File: config.mk
export PLATFORM = sky130hd
export DESIGN_NAME = asi_reply_merge
export DESIGN_NICKNAME = d
export VERILOG_FILES = /design/src/rtl/asi_merge_pkg.sv /design/src/rtl/asi_internal_decode.sv /design/src/rtl/reply_arbiter.sv /design/src/rtl/bypass_slot.sv /design/src/rtl/asi_reply_merge.sv
export SDC_FILE = /design/constraint.sdc
export NUM_CORES = 1
export LEC_CHECK = 0
export BUFFER_PORTS_ARGS = -buffer_cell sky130_fd_sc_hd__buf_2
export CORE_AREA = 5 5 352 354
export CTS_CLUSTER_DIAMETER = 40
export DETAILED_ROUTE_END_ITERATION = 7
export DIE_AREA = 0 0 357 359
export GPL_TIMING_DRIVEN = 0
export SETUP_SLACK_MARGIN = 0.4
export SLEW_MARGIN = 20
export SYNTH_ARGS = -nofsm -noshare
export SYNTH_HDL_FRONTEND = slang
export SYNTH_SLANG_ARGS = --single-unit
File: constraint.sdc
create_clock -name clk -period 1.4 [get_ports clk]
set_input_delay 0.07 -clock clk [delete_from_list [all_inputs] [get_ports clk]]
set_output_delay 0.07 -clock clk [all_outputs]
set_load 0.1 [all_outputs]
File: src/rtl/asi_merge_pkg.sv
package asi_merge_pkg;
   localparam int ASI_W = 8;

   typedef enum logic [1:0] {
      SRC_NONE   = 2'd0,
      SRC_LEGACY = 2'd1,
      SRC_AUX    = 2'd2
   } reply_src_e;

   function automatic logic asi_eq(input logic [ASI_W-1:0] a, input logic [ASI_W-1:0] b);
      return a == b;
   endfunction
endpackage

File: src/rtl/asi_internal_decode.sv
module asi_internal_decode
   import asi_merge_pkg::*;
#(
   parameter int                       NUM_LEGACY  = 2,
   parameter logic [NUM_LEGACY*ASI_W-1:0] LEGACY_LIST = 16'h4F20,
   parameter logic [ASI_W-1:0]         NEW_ASI     = 8'h1A
) (
   input  logic [ASI_W-1:0] asi_num,
   output logic             is_internal
);
   logic [NUM_LEGACY:0] hit;

   assign hit[NUM_LEGACY] = asi_eq(asi_num, NEW_ASI);

   for (genvar k = 0; k < NUM_LEGACY; k++) begin : g_legacy
      assign hit[k] = asi_eq(asi_num, LEGACY_LIST[k*ASI_W +: ASI_W]);
   end

   assign is_internal = |hit;
endmodule

File: src/rtl/reply_arbiter.sv
module reply_arbiter
   import asi_merge_pkg::*;
#(
   parameter int TID_W  = 2,
   parameter int DATA_W = 64
) (
   input  logic              legacy_vld,
   input  logic [TID_W-1:0]  legacy_tid,
   input  logic [DATA_W-1:0] legacy_data,
   input  logic              aux_vld,
   input  logic [TID_W-1:0]  aux_tid,
   input  logic [DATA_W-1:0] aux_data,
   output logic              any_vld,
   output reply_src_e        src,
   output logic [TID_W-1:0]  win_tid,
   output logic [DATA_W-1:0] win_data
);
   always_comb begin
      if (aux_vld)         src = SRC_AUX;
      else if (legacy_vld) src = SRC_LEGACY;
      else                 src = SRC_NONE;
   end

   assign any_vld  = legacy_vld | aux_vld;
   assign win_tid  = aux_vld ? aux_tid  : legacy_tid;
   assign win_data = aux_vld ? aux_data : legacy_data;
endmodule

File: src/rtl/bypass_slot.sv
module bypass_slot #(
   parameter int DATA_W  = 64,
   parameter int TID_W   = 2,
   parameter int SLOT_ID = 0
) (
   input  logic              clk,
   input  logic              rst,
   input  logic              any_vld,
   input  logic [TID_W-1:0]  win_tid,
   input  logic [DATA_W-1:0] win_data,
   input  logic [DATA_W-1:0] misc,
   output logic              sel,
   output logic [DATA_W-1:0] dout,
   output logic [DATA_W-1:0] q
);
   localparam logic [TID_W-1:0] MY_TID = TID_W'(SLOT_ID);

   assign sel  = any_vld & (win_tid == MY_TID);
   assign dout = sel ? win_data : misc;

   always_ff @(posedge clk) begin
      if (rst)      q <= '0;
      else if (sel) q <= dout;
   end
endmodule

File: src/rtl/asi_reply_merge.sv
module asi_reply_merge
   import asi_merge_pkg::*;
#(
   parameter int               NUM_THREADS = 4,
   parameter int               DATA_W      = 64,
   parameter logic [ASI_W-1:0] NEW_ASI     = 8'h1A,
   parameter int               NUM_LEGACY  = 2,
   parameter logic [NUM_LEGACY*ASI_W-1:0] LEGACY_LIST = 16'h4F20,
   localparam int              TID_W       = $clog2(NUM_THREADS),
   localparam int              BUS_W       = NUM_THREADS * DATA_W
) (
   input  logic                   clk,
   input  logic                   rst,
   input  logic                   legacy_vld,
   input  logic [TID_W-1:0]       legacy_tid,
   input  logic [DATA_W-1:0]      legacy_data,
   input  logic                   aux_vld,
   input  logic [TID_W-1:0]       aux_tid,
   input  logic [DATA_W-1:0]      aux_data,
   input  logic [BUS_W-1:0]       misc_data,
   input  logic [ASI_W-1:0]       asi_num,
   output logic                   asi_internal,
   output logic [NUM_THREADS-1:0] byp_sel,
   output logic [TID_W-1:0]       merged_tid,
   output logic [BUS_W-1:0]       byp_data,
   output logic [BUS_W-1:0]       slot_q,
   output logic                   collide_err
);
   if (NUM_THREADS < 2 || (1 << TID_W) != NUM_THREADS) begin : g_bad_threads
      $error("NUM_THREADS must be a power of two of at least 2");
   end
   if (DATA_W < 1) begin : g_bad_width
      $error("DATA_W must be positive");
   end

   logic              any_vld;
   reply_src_e        src;
   logic [DATA_W-1:0] win_data;

   asi_internal_decode #(
      .NUM_LEGACY (NUM_LEGACY),
      .LEGACY_LIST(LEGACY_LIST),
      .NEW_ASI    (NEW_ASI)
   ) i_decode (
      .asi_num    (asi_num),
      .is_internal(asi_internal)
   );

   reply_arbiter #(
      .TID_W (TID_W),
      .DATA_W(DATA_W)
   ) i_arb (
      .legacy_vld (legacy_vld),
      .legacy_tid (legacy_tid),
      .legacy_data(legacy_data),
      .aux_vld    (aux_vld),
      .aux_tid    (aux_tid),
      .aux_data   (aux_data),
      .any_vld    (any_vld),
      .src        (src),
      .win_tid    (merged_tid),
      .win_data   (win_data)
   );

   for (genvar t = 0; t < NUM_THREADS; t++) begin : g_slot
      bypass_slot #(
         .DATA_W (DATA_W),
         .TID_W  (TID_W),
         .SLOT_ID(t)
      ) i_slot (
         .clk     (clk),
         .rst     (rst),
         .any_vld (any_vld),
         .win_tid (merged_tid),
         .win_data(win_data),
         .misc    (misc_data[t*DATA_W +: DATA_W]),
         .sel     (byp_sel[t]),
         .dout    (byp_data[t*DATA_W +: DATA_W]),
         .q       (slot_q[t*DATA_W +: DATA_W])
      );
   end

   logic both_vld;
   assign both_vld = (src == SRC_AUX) & legacy_vld;

   always_ff @(posedge clk) begin
      if (rst)           collide_err <= 1'b0;
      else if (both_vld) collide_err <= 1'b1;
   end
endmodule

==> flow_metrics.py <==
metrics = {
    "run_status": {
        "outcome": "complete, but fails checks",
        "violations": "negative setup slack",
    },
    "power_and_ir_drop": {
        "p_leak_nw": 16.9,
        "p_per_area_nw_per_um2": 1110,
        "vdd_ir_drop_max_uv": 856,
    },
    "hold_path": {
        "hold_end": "g_slot[2].i_slot.q[1]",
        "hold_depth": 4,
        "holdCritStartpoint": "aux_data[1]",
        "hp-class": "in2reg",
    },
    "timing": {
        "worst_hold_slack_ns": 0.00418,
        "min_period_over_period_pct": 135,
        "finalHoldViolCount": 0,
        "setup_tns_ns": -85.48,
        "rsz0062_at_grt": "yes",
        "report.final.slew_viol_count": 0,
        "worst_pin_slew_ns": 1.12,
        "fmax_mhz": 531,
        "finalSetupViolations": 262,
        "slew-limit-headroom_pct": 25.1,
        "worst_slack_ns": -0.484,
        "clock_skew_ns": 0,
        "min_period_ns": 1.88,
    },
    "floorplan": {
        "ios": 920,
        "dieArea_um2": 128000,
        "die_w_um": 357,
        "die_h_um": 359,
        "rows": 128,
        "coreArea_um2": 121000,
        "initial_core_util_pct": 10.9,
    },
    "synth": {
        "synthesis.nets": 2181,
        "syn_area_um2": 13100,
        "syn_avg_cell_area_um2": 7.37,
        "synthXorXnorAreaFrac_pct": 0,
        "synth_compound_area_share_pct": 34.6,
        "synth_cell_types": 22,
        "ys_seq_area_share_pct": 39.2,
        "synth.area.top_cells": "dfxtp_1 39%, a21oi_1 20%, inv_1 15%",
        "synth_top_area_share_pct": 39.2,
        "yosys_warnings": 0,
        "yosysTopAreaCell": "dfxtp_1",
        "synth_fa_ha_area_share_pct": 0,
        "synth_seq_cells": 257,
        "synth_mux_area_share_pct": 5.66,
        "yosys.area_share.simple_pct": 0.962,
        "syn_inst": 1781,
        "synth_top_family_by_area": "compound AO/OA/AOI/OAI gates",
    },
    "clock_network": {
        "path_clk_slew_ns": 0.05,
        "hold_buffers": 1,
        "cts_sinks": 257,
        "cts_root_buf": "clkbuf_16",
        "clk-insertion-delay-late_ns": 0.64,
        "cts_buffers": 59,
        "cts_tree": "done",
        "clock_path_buffers": 3,
        "htreeDepth": 2,
    },
    "layout": {
        "seq_area_um2": 5500,
        "drive_gt1_share_pct": 76.9,
        "syn2layout_area_growth_pct": 217,
        "nets": 3449,
        "multi_input_area_um2": 11700,
        "layoutNonFillerInstCount": 4729,
        "mostFrequentLayoutCells": "577 x buf_12, 512 x inv_1, 483 x a21oi_4",
        "fillers": 11500,
        "mostFrequentLayoutCell": "buf_12",
        "postLayoutCoreUtil_pct": 34.5,
    },
    "worst_setup_path": {
        "timing.critical_path.buf_inv": 5,
        "crit_type": "in2out",
        "r2r_cells": 3,
        "cp-start-kind": "input pin",
        "path_cells": "buf_12 > or4b_4 > and2_4 > buf_12 > buf_16 > buf_12 > a21oi_4 > buf_12",
        "end_kind": "output pin",
        "timing.rr.end": "g_slot[1].i_slot.q[40]",
        "max_stage_delay_ns": 0.56,
        "critical_path.slowest_cell": "or4b_4",
        "reg2reg_slack_ns": 0.48,
        "cp_max_fo": 10,
        "crit_top_cell": "buf_12",
        "regToRegStartpoint": "g_slot[1].i_slot.q[40]",
        "cp.required_ns": 1.33,
        "arrival_ns": 1.81,
        "critical_path.top_delay_family": "buffers and inverters",
    },
    "grt": {
        "antenna_found_initial": 19,
        "grt_overflow_total": 0,
        "grt_pass1_wl_um": 167000,
        "grt_max_degree": 18,
        "first_global_vias": 18900,
        "grt_use_total_pct": 19.0,
    },
    "detailed_routing": {
        "first_pass_iters": 5,
        "wl_per_cell_um": 29.4,
        "drc": 0,
        "wirelength_um": 139000,
        "antenna_left": 0,
        "avgViaCountPerCell": 4.14,
        "drt_iter0_drc": 1195,
        "vias": 19600,
    },
    "flow_run": {
        "cap_violations": 0,
    },
    "place": {
        "gp_congestion": 0.934,
        "hpwlAfterDp_um": 99800,
        "port_buffers": 918,
        "place_inst": 4325,
    },
}
==> cells in the mapped netlist, drive strengths merged <==
| library cell | number |
|---|---|
| a2111o | 1 |
| a211oi | 257 |
| a21oi | 514 |
| and2 | 4 |
| buf | 44 |
| clkbuf | 109 |
| dfxtp | 257 |
| inv | 516 |
| mux2 | 66 |
| nand3 | 1 |
| nand3b | 3 |
| nand4 | 1 |
| nand4b | 1 |
| nand4bb | 2 |
| nor2 | 2 |
| nor4bb | 1 |
| or3b | 1 |
| or4b | 1 |
==> power by group <==
part / internal, mW / switching [mW]
clock: 9.27 / 5.35
combinational: 8.17 / 14.8
sequential: 7.98 / 0.595
==> registers in the layout, indices dropped and copies added, names as in the netlist <==
| signal | flops |
|---|---|
| collide_err | 1 |
| g_slot.i_slot.q | 256 |
==> worst max path at each step <==
stage	end	slack, ns	depth (start not counted)	start
after floorplan	asi_internal	-0.57	3	asi_num[5]
after global placement	byp_data[166]	-1.51	8	aux_vld
after detailed placement	byp_data[166]	-1.47	8	aux_vld
after CTS	byp_data[60]	-0.49	9	aux_vld
after global routing	byp_data[60]	-0.49	8	aux_vld
final	byp_data[60]	-0.48	8	aux_vld
==> final cells by class <==
class,count,area share [%]
Antenna cell,4,0.0240
Buffer,152,5.93
Clock buffer,72,3.80
Clock inverter,40,1.19
Inverter,516,4.72
Multi-Input combinational cell,855,28.0
Sequential cell,257,13.2
Tap cell,1625,4.88
Timing Repair Buffer,1208,38.2
==> cells by family (layout without fill, tap and decap cells) <==
logic type | Yosys count | in the layout
compound gates | 772 | 772
buf+inv | 669 | 1988
flops | 257 | 257
mux | 66 | 66
other cells | 0 | 4
simple gates | 17 | 17
==> worst min-delay path, stage by stage <==
cell	delay [ns]
buf_2	0.08
mux2_4	0.24
a21oi_4	0.06
a211oi_1	0.16
==> layer usage <==
| metal | global-route usage [%] | vias up | part of all wire [%] |
|---|---|---|---|
| met5 | 0 | - | 0.0093 |
| met4 | 6.67 | 2 | 5.4 |
| met3 | 4.01 | 302 | 8.3 |
| met2 | 31.8 | 1076 | 48 |
| met1 | 24.2 | 9714 | 39 |
| li1 | - | 8475 | - |
==> stage by stage <==
stage          power, mW  area, um^2  setup slack (ns)
2_1_floorplan       21.2       18600            -0.569
3_3_place_gp        24.9       25300             -1.51
3_5_place_dp        24.9       25300             -1.47
4_1_cts             43.3       34800            -0.486
5_1_grt             47.3       41700            -0.493
6_report            46.2       41700            -0.484
==> what timing repair did <==
item                                    in CTS  in global routing
endpoints found under the setup margin     776                754
resized for setup                         1423               1791
pin swaps                                   45                124
buffers inserted                            95                138
cloned                                      30                 25
endpoints found under the hold margin       33                  2
(Power assumes the default switching activity.)
